$ cat config.mk
export PLATFORM = sky130hd
export DESIGN_NAME = edo_refresh_engine
export DESIGN_NICKNAME = d
export VERILOG_FILES = /design/src/rtl/edo_rfsh_pkg.sv /design/src/rtl/rfsh_startup.sv /design/src/rtl/rfsh_pacer.sv /design/src/rtl/rfsh_rowgen.sv /design/src/rtl/edo_refresh_engine.sv
export SDC_FILE = /design/constraint.sdc
export NUM_CORES = 1
export LEC_CHECK = 0
export ABC_AREA = 1
export BUFFER_PORTS_ARGS = -buffer_cell sky130_fd_sc_hd__buf_4
export CAP_MARGIN = 10
export CORE_ASPECT_RATIO = 1.25
export CORE_MARGIN = 5
export CORE_UTILIZATION = 29
export CTS_CLUSTER_SIZE = 24
export DETAILED_ROUTE_END_ITERATION = 10
export SLEW_MARGIN = 0
export SYNTH_ARGS = -nofsm -noshare
export SYNTH_HDL_FRONTEND = slang
export SYNTH_SLANG_ARGS = --single-unit
$ cat constraint.sdc
create_clock -name clk -period 2.7 [get_ports clk]
set_input_delay 0.54 -clock clk [delete_from_list [all_inputs] [get_ports clk]]
set_output_delay 0.54 -clock clk [all_outputs]
set_load 0.02 [all_outputs]
$ cat src/rtl/edo_rfsh_pkg.sv
package edo_rfsh_pkg;

    typedef enum logic [2:0] {
        ST_PAUSE,
        ST_IDLE,
        ST_CAS_LEAD,
        ST_CAS_HOLD,
        ST_ROW_SETUP,
        ST_RAS_LOW,
        ST_PRECHARGE
    } rf_state_t;

    // Round a nanosecond figure up to whole clock cycles, never below one.
    function automatic int ns_to_cyc(input int ns, input int mhz);
        int c;
        c = (ns * mhz + 999) / 1000;
        return (c < 1) ? 1 : c;
    endfunction

    function automatic int imax(input int a, input int b);
        return (a > b) ? a : b;
    endfunction

endpackage

$ cat src/rtl/rfsh_startup.sv
module rfsh_startup #(
    parameter int PAUSE_CYC  = 20000,
    parameter int INIT_COUNT = 8
) (
    input  logic clk,
    input  logic rst_n,
    input  logic fin,
    output logic pause_over,
    output logic init_need,
    output logic init_done
);
    localparam int PW = (PAUSE_CYC > 1) ? $clog2(PAUSE_CYC) : 1;
    localparam int IW = (INIT_COUNT > 1) ? $clog2(INIT_COUNT) : 1;

    logic [PW-1:0] pause_cnt;
    logic [IW-1:0] init_cnt;

    always_ff @(posedge clk or negedge rst_n) begin
        if (!rst_n) begin
            pause_cnt <= PW'(PAUSE_CYC - 1);
        end else if (pause_cnt != '0) begin
            pause_cnt <= pause_cnt - 1'b1;
        end
    end

    always_ff @(posedge clk or negedge rst_n) begin
        if (!rst_n) begin
            init_cnt  <= '0;
            init_done <= 1'b0;
        end else if (fin && !init_done) begin
            init_cnt <= init_cnt + 1'b1;
            if (init_cnt == IW'(INIT_COUNT - 1)) begin
                init_done <= 1'b1;
            end
        end
    end

    assign pause_over = (pause_cnt == '0);
    assign init_need  = !init_done;

endmodule

$ cat src/rtl/rfsh_pacer.sv
module rfsh_pacer #(
    parameter int INTERVAL_CYC = 1562,
    parameter int PEND_MAX     = 4
) (
    input  logic clk,
    input  logic rst_n,
    input  logic run,
    input  logic consume,
    output logic pending_any,
    output logic urgent
);
    localparam int VW = (INTERVAL_CYC > 1) ? $clog2(INTERVAL_CYC) : 1;
    localparam int CW = $clog2(PEND_MAX + 1);

    logic [VW-1:0] ivl;
    logic [CW-1:0] pend;
    logic          tick;

    assign tick = run && (ivl == '0);

    always_ff @(posedge clk or negedge rst_n) begin
        if (!rst_n) begin
            ivl <= VW'(INTERVAL_CYC - 1);
        end else if (run) begin
            ivl <= tick ? VW'(INTERVAL_CYC - 1) : ivl - 1'b1;
        end
    end

    always_ff @(posedge clk or negedge rst_n) begin
        if (!rst_n) begin
            pend <= '0;
        end else begin
            unique case ({tick, consume})
                2'b10: if (pend != CW'(PEND_MAX)) pend <= pend + 1'b1;
                2'b01: if (pend != '0) pend <= pend - 1'b1;
                default: pend <= pend;
            endcase
        end
    end

    assign pending_any = (pend != '0);
    assign urgent      = (pend == CW'(PEND_MAX));

endmodule

$ cat src/rtl/rfsh_rowgen.sv
module rfsh_rowgen #(
    parameter int ROWS  = 4096,
    parameter int ROW_W = 12
) (
    input  logic             clk,
    input  logic             rst_n,
    input  logic             step,
    output logic [ROW_W-1:0] row
);
    always_ff @(posedge clk or negedge rst_n) begin
        if (!rst_n) begin
            row <= '0;
        end else if (step) begin
            row <= (row == ROW_W'(ROWS - 1)) ? '0 : row + 1'b1;
        end
    end
endmodule

$ cat src/rtl/edo_refresh_engine.sv
module edo_refresh_engine
    import edo_rfsh_pkg::*;
#(
    parameter int CLK_MHZ        = 100,
    parameter int PAUSE_US       = 200,
    parameter int INIT_REFRESHES = 8,
    parameter int REFRESH_ROWS   = 4096,
    parameter int WINDOW_US      = 64000,
    parameter int PEND_MAX       = 4,
    parameter bit ROW_MODE       = 1'b0,
    parameter int TRAS_NS        = 60,
    parameter int TRP_NS         = 40,
    parameter int TRC_NS         = 104,
    parameter int TCSR_NS        = 10,
    parameter int TCHR_NS        = 8,
    parameter int TASR_NS        = 0,
    parameter int TRPC_NS        = 5,
    localparam int ROW_W         = (REFRESH_ROWS > 1) ? $clog2(REFRESH_ROWS) : 1
) (
    input  logic             clk,
    input  logic             rst_n,
    input  logic             grant,
    output logic             req,
    output logic             urgent,
    output logic             ref_done,
    output logic             init_done,
    output logic             bus_own,
    output logic             ras_n,
    output logic             cas_n,
    output logic             we_n,
    output logic [ROW_W-1:0] row_addr
);
    localparam int CSR_C    = ns_to_cyc(TCSR_NS, CLK_MHZ);
    localparam int CHR_C    = ns_to_cyc(TCHR_NS, CLK_MHZ);
    localparam int ASR_C    = ns_to_cyc(TASR_NS, CLK_MHZ);
    localparam int RAS_C    = imax(ns_to_cyc(TRAS_NS, CLK_MHZ), CHR_C + 1);
    localparam int RP_C     = imax(imax(ns_to_cyc(TRP_NS, CLK_MHZ),
                                        ns_to_cyc(TRC_NS, CLK_MHZ) - RAS_C),
                                   ns_to_cyc(TRPC_NS, CLK_MHZ));
    localparam int TMR_MAX  = imax(imax(imax(CSR_C, CHR_C), imax(ASR_C, RAS_C)), RP_C);
    localparam int TMR_W    = $clog2(TMR_MAX + 1);
    localparam int PAUSE_C  = PAUSE_US * CLK_MHZ;
    localparam int INTVL_C  = WINDOW_US * CLK_MHZ / REFRESH_ROWS;

    rf_state_t        st, st_nx;
    logic [TMR_W-1:0] tmr, tmr_nx;
    logic             pause_over, init_need, pending_any, need, consume;

    rfsh_startup #(
        .PAUSE_CYC (PAUSE_C),
        .INIT_COUNT(INIT_REFRESHES)
    ) u_startup (
        .clk       (clk),
        .rst_n     (rst_n),
        .fin       (ref_done),
        .pause_over(pause_over),
        .init_need (init_need),
        .init_done (init_done)
    );

    assign consume = ref_done && init_done;

    rfsh_pacer #(
        .INTERVAL_CYC(INTVL_C),
        .PEND_MAX    (PEND_MAX)
    ) u_pacer (
        .clk        (clk),
        .rst_n      (rst_n),
        .run        (init_done),
        .consume    (consume),
        .pending_any(pending_any),
        .urgent     (urgent)
    );

    generate
        if (ROW_MODE) begin : g_row_only
            rfsh_rowgen #(
                .ROWS (REFRESH_ROWS),
                .ROW_W(ROW_W)
            ) u_rowgen (
                .clk  (clk),
                .rst_n(rst_n),
                .step (ref_done),
                .row  (row_addr)
            );
        end else begin : g_cbr
            assign row_addr = '0;
        end
    endgenerate

    assign need = init_need || pending_any;

    // Next state and phase timer.
    always_comb begin
        st_nx  = st;
        tmr_nx = (tmr == '0) ? '0 : tmr - 1'b1;
        unique case (st)
            ST_PAUSE: begin
                if (pause_over) st_nx = ST_IDLE;
            end
            ST_IDLE: begin
                if (need && grant) begin
                    if (ROW_MODE) begin
                        st_nx  = ST_ROW_SETUP;
                        tmr_nx = TMR_W'(ASR_C - 1);
                    end else begin
                        st_nx  = ST_CAS_LEAD;
                        tmr_nx = TMR_W'(CSR_C - 1);
                    end
                end
            end
            ST_CAS_LEAD: begin
                if (tmr == '0) begin
                    st_nx  = ST_CAS_HOLD;
                    tmr_nx = TMR_W'(CHR_C - 1);
                end
            end
            ST_CAS_HOLD: begin
                if (tmr == '0) begin
                    st_nx  = ST_RAS_LOW;
                    tmr_nx = TMR_W'(RAS_C - CHR_C - 1);
                end
            end
            ST_ROW_SETUP: begin
                if (tmr == '0) begin
                    st_nx  = ST_RAS_LOW;
                    tmr_nx = TMR_W'(RAS_C - 1);
                end
            end
            ST_RAS_LOW: begin
                if (tmr == '0) begin
                    st_nx  = ST_PRECHARGE;
                    tmr_nx = TMR_W'(RP_C - 1);
                end
            end
            ST_PRECHARGE: begin
                if (tmr == '0) st_nx = ST_IDLE;
            end
            default: st_nx = ST_PAUSE;
        endcase
    end

    // State register.
    always_ff @(posedge clk or negedge rst_n) begin
        if (!rst_n) begin
            st  <= ST_PAUSE;
            tmr <= '0;
        end else begin
            st  <= st_nx;
            tmr <= tmr_nx;
        end
    end

    // Moore outputs.
    always_comb begin
        req      = (st == ST_IDLE) && need;
        ref_done = (st == ST_PRECHARGE) && (tmr == '0);
        bus_own  = (st != ST_PAUSE) && (st != ST_IDLE);
        ras_n    = !((st == ST_CAS_HOLD) || (st == ST_RAS_LOW));
        cas_n    = !((st == ST_CAS_LEAD) || (st == ST_CAS_HOLD));
        we_n     = 1'b1;
    end

endmodule

# Yosys cells after proc, flatten, opt, wreduce, memory -nomap -nowiden

Cells that the tools add are included.

Add/subtract/negate cells: 6
Equal/unequal tests: 20
Multiplexer cells: 17
Reduce and logical (&&, ||, !) cells: 26

Operator list:

| operator              | number |
|---|---|
| $mux 3                | 13 |
| $pmux 3 s6            | 1 |
| $eq 3x3->1 const B    | 5 |
| $logic_not 15->1      | 1 |
| $reduce_bool 15->1    | 1 |
| $sub 15x1->15 const B | 1 |
| $ne 2x2->1 const B    | 6 |
| $pmux 3 s4            | 1 |
| $logic_not 11->1      | 1 |
| $mux 11               | 1 |
| $sub 11x1->11 const B | 1 |
| $logic_and 1x1->1     | 7 |
| $add 3x1->3 const B   | 2 |
| $eq 3x2->1 const B    | 2 |
| $logic_not 3->1       | 2 |
| $pmux 3 s2            | 1 |
| $reduce_and 6->1      | 1 |
| $reduce_bool 3->1     | 2 |
| $sub 3x1->3 const B   | 2 |
| $ne 2x1->1 const B    | 2 |
| $reduce_or 2->1       | 2 |
| $eq 3x1->1 const B    | 1 |
| $logic_not 1->1       | 3 |
| $logic_or 1x1->1      | 3 |
| 7 further kinds       | 7 |

Register bits: 39
Output and inout bits: 20
Word-level logic and storage cells: 76

# Longest topological paths before layout

Gate-level depths: netlist (run 1).

Word-level depth: 6
Gate-level depth with buffers: 14
Gate-level depth less buffers: 14

# Hierarchy

From an unflattened synthesis (run 1), not the netlist that was laid out.

Cells, all modules: 314
Area total of the unflattened synthesis: 2482.4 µm²

Modules (own cells, without submodules):

| module             | instances | cells an instance | area each (µm²) | seq. area each (µm²) |
|---|---|---|---|---|
| rfsh_startup       | 1         | 125               | 1039.7          | 486.7 |
| rfsh_pacer         | 1         | 104               | 860.8           | 356.6 |
| edo_refresh_engine | 1         | 85                | 581.8           | 150.1 |

# Worst setup path before layout (run 1)

OpenSTA, ideal clock, no wires.

Path kind: register -> register
Start point: reg tmr[0]
End point: reg u_pacer.pend[2]
Setup time: 116 ps
Data arrival time: 1860 ps
Setup slack: 724 ps
Stages on the path, launching flop included: 15
Clock period less this slack: 1976 ps
Path through: dfrtp_1 > nor2_1 > ha_1 > nand2_2 > nor2_4 > nand2_2 > clkinv_2 > nand2_2 > fa_1 > inv_1 > nand2_1 > nand2_1 > nand2_1 > nand2_1 > nand2_1

Cells in the longest elaborated chain, start to end: 6
Elaborated cells between the ends (all ways): 10
Classes of those cells: eq/ne (4); mux (1); reduce/logical (5)

RTL lines:

| item                                                | line                      | text |
|---|---|---|
| start: declaration                                  | edo_refresh_engine.sv:46  | `logic [TMR_W-1:0] tmr, tmr_nx;` |
| start signal: assignment                            | edo_refresh_engine.sv:150 | `tmr <= tmr_nx;` |
| $logic_not 3->1 (*)                                 | edo_refresh_engine.sv:157 | `ref_done = (st == ST_PRECHARGE) && (tmr == '0);` |
| $logic_and 1x1->1 (*)                               | edo_refresh_engine.sv:157 |  |
| net ref_done                                        | edo_refresh_engine.sv:25  | `output logic ref_done,` |
| $logic_and 1x1->1 (*)                               | edo_refresh_engine.sv:61  | `assign consume = ref_done && init_done;` |
| $eq 2x2->1 / $eq 2x1->1 (equally long branches)     | rfsh_pacer.sv:33          | `unique case ({tick, consume})` |
| $ne 2x1->1 (no source line) (tied with other cells) | -                         |  |
| $reduce_and 3->1 (no source line)                   | -                         |  |
| end signal: assignment                              | rfsh_pacer.sv:34          | `2'b10: if (pend != CW'(PEND_MAX)) pend <= pend + 1'b1;` |
| end signal: assignment                              | rfsh_pacer.sv:35          | `2'b01: if (pend != '0) pend <= pend - 1'b1;` |
| end signal: assignment                              | rfsh_pacer.sv:36          | `default: pend <= pend;` |
| end: declaration                                    | rfsh_pacer.sv:16          | `logic [CW-1:0] pend;` |

The timed path passes the listed nets; every way through them passes the cells marked *.
A chain may end at the register's enable or synchronous reset.

# Worst setup path after layout (run 1)

Start point: reg tmr[0]
End point: reg u_pacer.pend[2]

Cells in the longest elaborated chain, start to end: 6
Elaborated cells between the ends (all ways): 10
Classes of those cells: eq/ne (4); mux (1); reduce/logical (5)

RTL lines:

| item                                                | line |
|---|---|
| $logic_not 3->1 (*)                                 | edo_refresh_engine.sv:157 |
| $logic_and 1x1->1 (*)                               | edo_refresh_engine.sv:157 |
| $logic_and 1x1->1 (*)                               | edo_refresh_engine.sv:61 |
| $eq 2x2->1 / $eq 2x1->1 (equally long branches)     | rfsh_pacer.sv:33 |
| $ne 2x1->1 (no source line) (tied with other cells) | - |
| $reduce_and 3->1 (no source line)                   | - |

Mark *: on every way between the ends. The rest lies on a longest branch, timed or not.

==> qor.yml, run 1 <==
critical_path:
  cpPeakStageDelay_ns: 0.41
  r2r-start: "tmr[0]$_DFF_PN0_"
  reg2reg_to: "u_pacer.pend[2]$_DFFE_PN0P_"
  ff2ff_path_depth: 14
  worstPathRequired_ns: 2.88
  endpoint: "u_pacer.pend[2]$_DFFE_PN0P_"
  startpoint_type: "flop"
  path_class: "flop to flop"
  cp-end-kind: "flop"
  critPathSlowestCell: "dfrtp_1"
  cp-startpoint: "tmr[0]$_DFF_PN0_"
  cp_max_fo: 4
  r2r_slack_ns: 0.65
  timing.critical_path.cells: "nor2_1 -> ha_1 -> nand2_2 -> nor2_4 -> nand2_2 -> clkinv_2 -> nand2_2 -> fa_1 -> inv_1 -> nand2_1 -> nand2_1 -> nand2_1 -> nand2_1 -> nand2_1"
  crit_arrival_ns: 2.22
  crit_top_cell: "nand2_1"
die:
  coreArea_sq_um: 8190
  die-area_sq_um: 10300
  die_w_um: 91.9
  die_y_um: 112
  row_count: 37
  start_util_pct: 29.6
  ioPinCount: 23
cts:
  cts_tree: "built"
  cts_buffers: 5
  cts.sinks: 39
  path_clk_slew_ns: 0.07
  postCtsSetupBuffers: 0
  htree_levels: 2
  cts-resized-gates: 0
  insertion_delay_ns: 0.28
  root_buffer: "clkbuf_8"
  cts_buffer_depth: 2
  cts-hold-fix-buffers: 0
global_routing:
  grt_pass1_wl_um: 7600
  gr-total-overflow: 0
  grt_pass1_vias: 1841
  grt_max_degree: 40
  track_usage_pct: 8.92
  antenna_found_initial: 0
finish:
  n_fill_cell: 830
  layout-drive-gt1-share_pct: 21.3
  antenna_cells: 0
  area_growth_pct: 8.81
  final_nets: 325
  multiInputGateArea_sq_um: 1170
  regArea_sq_um: 993
  layout_commonest_cell: "nand2_1"
  finalNonFillerCells: 411
  mostFrequentLayoutCells: "63 x nand2_1, 44 x inv_1, 25 x dfrtp_1"
route:
  postRouteAntennaNets: 0
  first_pass_iters: 4
  vias_per_cell: 4.38
  num_vias: 1802
  drc_errors: 0
  drt-initial-drc-count: 53
  wl_per_cell_um: 10.3
  wirelength_um: 4220
timing:
  report.final.slew_viol_count: 0
  finalCritPeriodShare_pct: 75.8
  fin_skew_ns: 0.00603
  rsz0062_at_grt: "no"
  fmax_ghz: 0.489
  setup_viol: 0
  setup_tns_ns: 0
  finalHoldViolations: 0
  fin_crit_ns: 2.05
power:
  p_per_area_nw_per_um2: 723
  p_leak_nw: 1.40
  irDropWorstVdd_v: 0.000546
synthesis:
  ys_seq_elements: 39
  synth_seq_area_share_pct: 40.9
  syn_area_sq_um: 2430
  ys_warn_count: 0
  syn_inst: 301
  ys_types: 34
  syn_avg_cell_area_sq_um: 8.07
placed_design:
  io_buffers: 9
  gp_congestion: 0.796
  dp_cells: 403
  dpl.hpwl_um: 3270
hold_path:
  hold_class: "primary input to asynchronous set/reset pin"
run:
  cap_violations: 0
status:
  status: "complete, no violations"
-- area by class of cell --
type / count / area share (%)
Clock buffer: 8 / 3.79
Inverter: 50 / 7.15
Multi-Input combinational cell: 208 / 44.3
Sequential cell: 39 / 37.6
Tap cell: 97 / 4.59
Timing Repair Buffer: 9 / 2.56
-- cell families (layout without fill, tap and decap cells) --
group,after synthesis,after routing,share of synthesized area (%)
other,2,13,0.309
DFF,39,39,40.9
xor gates and xnor gates,11,11,4.28
AOI/OAI and AO/OA,33,33,7.32
adders and majority gates,9,9,4.95
muxes,2,2,0.927
and+or+nand+nor,140,140,28.7
buffers and inverters,65,67,12.6
-- worst max-delay path, delay by kind of cell, from the launching register on --
kind | cells | cell delay (ns)
AND/OR/NAND/NOR | 10 | 0.77
adder cells (fa/ha/maj) | 2 | 0.60
flip-flops | 1 | 0.41
buffers and inverters | 2 | 0.16
-- through the flow --
step	total power [W]	worst slack [ns]	util, %	hold WS, ns	instance area [sq um]
finish	0.00191	0.654	32.2	0.221	2640
detailed placement	0.00150	0.650	31.0	0.467	2540
floorplan	0.00135	0.724	-	0.244	2470
global route	0.00207	0.424	32.2	0.253	2640
CTS	0.00194	0.635	32.2	0.231	2640
global placement	0.00149	0.741	31.0	0.471	2540
-- synth_stat cells (all sizes together) --
master	instances	area share, %
fa	1	0.82
o211ai	2	0.62
xnor2	5	1.8
a21oi	10	2.1
mux2	2	0.93
buf	15	4.8
nor3	7	2.5
clkinv	1	0.21
nand3b	3	0.93
o22ai	1	0.26
nand2	76	13
nor2	33	6.7
xor2	6	2.5
dfstp	14	15
ha	8	4.1
conb	2	0.31
o21ai	17	3.5
a31oi	1	0.26
o21bai	2	0.62
nand3	17	4.0
nand4	4	1.0
inv	49	7.6
dfrtp	25	26
-- registers in the layout (all words and copies together) (netlist names) --
signal               count
u_pacer.pend             3
st                       3
u_startup.init_done      1
u_pacer.ivl             11
u_startup.init_cnt       3
tmr                      3
u_startup.pause_cnt     15
-- per-layer routing --
metal / part of all wire (%) / vias up / track usage, %
met5: 0 / - / 0
li1: - / 941 / -
met3: 3.5 / 4 / 2.41
met2: 51 / 26 / 15.6
met4: 1.2 / 0 / 4.16
met1: 44 / 831 / 10.0
-- power breakdown --
group          leakage (nW)  switching [W]  internal, W
Combinational         0.867       0.000445     0.000253
Sequential            0.482      0.0000969     0.000688
Clock                0.0515       0.000193     0.000233
-- worst min path at each step --
stage | from | to | slack (ns) | cells past startpoint
finish | rst_n | st[0]$_DFFE_PN0P_ | 0.22 | 1
detailed placement | u_pacer.ivl[7]$_DFFE_PN0P_ | u_pacer.ivl[7]$_DFFE_PN0P_ | 0.47 | 1
global route | rst_n | u_startup.pause_cnt[13]$_DFFE_PN0P_ | 0.25 | 1
global placement | u_startup.init_cnt[0]$_DFFE_PN0P_ | u_startup.init_cnt[0]$_DFFE_PN0P_ | 0.47 | 1
CTS | rst_n | u_startup.pause_cnt[13]$_DFFE_PN0P_ | 0.23 | 1
floorplan | rst_n | st[0]$_DFFE_PN0P_ | 0.24 | 0
Note: power is estimated with default switching activity, not from simulation.
==> inputs of run 2 (changes only) <==
Clock period 2.7 ns to 1.6 ns, I/O delays scaled along.
==> run 2 against run 1 <==
  * The flow now finishes with violations (negative setup slack)
  * Highest routed layer unchanged
  * Cell area rose by 14%
  * Clock-buffer cell count fell by 1
  * Critical path depth is 3 lower
  * Sequential power grew 61%
  * Power up 94%
  * Clock power increased by 61%
  * Sequential share of layout area decreased by 4.4 points
  * Core utilization increased by 4.4 points
  * Die area did not move
  * Sequential cell count stayed put
==> qor.yml, run 2 (synthesis results as in run 1) <==
placed_design:
  gp_congestion: 0.831  # +4.4%
  dp_cells: 422  # +4.7%
  io_buffers: 9  # unchanged
  dpl.hpwl_um: 3470  # +6.0%
route:
  vias_per_cell: 4.42  # +0.71%
  drt-initial-drc-count: 41  # -23%
  first_pass_iters: 4  # unchanged
  num_vias: 1965  # +9.0%
  wirelength_um: 4830  # +15%
  postRouteAntennaNets: 0  # unchanged
  drc_errors: 0  # unchanged
  wl_per_cell_um: 10.9  # +5.8%
timing:
  fmax_ghz: 0.540  # +10%
  hold_slack_ns: 0.00387  # -0.217 ns
  worst_slew_margin_rel_pct: 65.7
  finalWorstSetupSlack_ns: -0.253  # -0.907 ns
  tightest_slew_ns: 0.515
  report.final.slew_viol_count: 0  # unchanged
  setup_viol: 4  # +4
  rsz0062_at_grt: "yes"
  finalHoldViolations: 0  # unchanged
  fin_crit_ns: 1.85  # -0.193 ns
  fin_skew_ns: 0.0114  # +0.00532 ns
  finalCritPeriodShare_pct: 116  # +40 points
global_routing:
  grt_pass1_vias: 1960  # +6.5%
  gr-total-overflow: 0  # unchanged
  antenna_found_initial: 0  # unchanged
  grt_pass1_wl_um: 8360  # +10%
  track_usage_pct: 9.65  # +0.73 points
  grt_max_degree: 40  # unchanged
status:
  status: "finished, violations left"
  violations: "negative setup slack"
finish:
  top_register: "u_startup.pause_cnt"
  mostFrequentLayoutCells: "55 x nand2_1, 37 x buf_4, 33 x inv_1"
  finalNonFillerCells: 445  # +8.3%
  final_nets: 359  # +10%
  largest_reg_flops: 15  # unchanged
  layout_commonest_cell: "nand2_1"
  layout-drive-gt1-share_pct: 36.8  # +15 points
  top_regs: "u_startup.pause_cnt (15), u_pacer.ivl (11)"
  antenna_cells: 0  # unchanged
  area_growth_pct: 23.5
critical_path:
  worstPathRequired_ns: 1.78  # -1.10 ns
  cpPeakStageDelay_ns: 0.52  # +0.11 ns
  cp-startpoint: "tmr[0]$_DFF_PN0_"
  cp-end-kind: "flop"
  r2r-start: "tmr[0]$_DFF_PN0_"
  cp_top_family: "adder cells"
  r2r_slack_ns: -0.25  # -0.91 ns
  timing.critical_path.cells: "nor2_2 -> ha_2 -> nand2_2 -> nor2_4 -> nand2_2 -> clkinv_4 -> nand2_4 -> fa_2 -> inv_2 -> nand2_1 -> o21ai_1"
  crit_buf_inv: 2  # unchanged
  startpoint_type: "flop"
  crit_top_cell: "nand2_2"
  critPathSlowestCell: "fa_2"
  crit_arrival_ns: 2.03  # -0.19 ns
  path_class: "flop to flop"
  cp_max_fo: 2  # -2
cts:
  cts_buffers: 5  # unchanged
  insertion_delay_ns: 0.29  # about the same
  cts_buffer_depth: 2  # unchanged
  cts_tree: "built"
  cts.sinks: 39  # unchanged
  cts-hold-fix-buffers: 0  # unchanged
  root_buffer: "clkbuf_8"
  htree_levels: 2  # unchanged
  path_clk_slew_ns: 0.08  # about the same
power:
  p_per_area_nw_per_um2: 1230  # +71%
  finalPower_w: 0.00370  # +94%
  irDropWorstVdd_v: 0.00106  # +94%
  p_leak_nw: 1.58  # +13%
die:
  die_w_um: 91.9  # unchanged
  coreArea_sq_um: 8190  # unchanged
  die_y_um: 112  # unchanged
  die-area_sq_um: 10300  # unchanged
  start_util_pct: 29.6  # unchanged
  ioPinCount: 23  # unchanged
  row_count: 37  # unchanged
hold_path:
  hold_class: "primary input to asynchronous set/reset pin"
run:
  cap_violations: 0  # unchanged
==> run 2: cell count changes in the layout (fill, tap and decap cells not counted), sizes merged <==
cell	previous run	this run
buf	9	43
clkbuf	8	7
clkinv	1	2
==> run 2: cell type report <==
type,instances,area (sq um)
well taps,97,121
multi-input cells,208,1240
flip-flops and latches,39,995
fillers,806,5190
clock buffers,7,86.3
repair buffers,43,345
inverters,50,203
clock inverters,1,5.00
==> run 2: worst reg2reg max path: stages (launching register included) <==
cell and delay, ns:
dfrtp_1 0.40, nor2_2 0.14, ha_2 0.20, nand2_2 0.07, nor2_4 0.09, nand2_2 0.08, clkinv_4 0.06, nand2_4 0.05
fa_2 0.53, inv_2 0.03, nand2_1 0.05, o21ai_1 0.05
==> run 2: metrics by stage <==
stage / setup WS, ns / TNS, ns / util (%) / instance area, sq um
6_report: -0.253 / -0.936 / 36.6 / 3000
3_3_place_gp: -0.199 / -0.373 / 33.0 / 2700
3_5_place_dp: -0.239 / -0.472 / 33.0 / 2700
4_1_cts: -0.241 / -0.794 / 34.9 / 2860
5_1_grt: -0.410 / -1.49 / 36.6 / 3000
2_1_floorplan: -0.342 / -0.654 / - / 2490
==> run 2: worst paths after layout <==
check | end | cells past startpoint
setup / recovery | u_pacer.pend[1]$_DFFE_PN0P_ | 11
hold / removal | tmr[0]$_DFF_PN0_ | 1
setup reg to reg | u_pacer.pend[1]$_DFFE_PN0P_ | 11
hold reg to reg | u_pacer.ivl[7]$_DFFE_PN0P_ | 1
max in group asynchronous | u_pacer.ivl[3]$_DFFE_PN1P_ | 1
min in group clk | tmr[1]$_DFF_PN0_ | 4
==> run 2: timing repair <==
action / 4_1_cts / 5_1_grt
endpoints found under the setup margin: 5 / 17
pin swaps: 3 / 6
buffers inserted: 6 / 10
resized for setup: 11 / 28
==> run 2: metal layers <==
metal / part of all wire [%] / vias up / GRT usage [%]
li1: - / 1004 / -
met1: 43 / 922 / 11.3
met2: 52 / 30 / 17.4
met3: 2.8 / 9 / 1.41
met4: 2.0 / 0 / 3.96
met5: 0 / - / 0
==> run 2: report_power, final <==
part	leakage, nW	switching, W	internal, W
clock network	0.0482	0.000341	0.000348
registers	0.480	0.000104	0.00116
logic	1.05	0.00101	0.000741
total	1.58	0.00145	0.00225
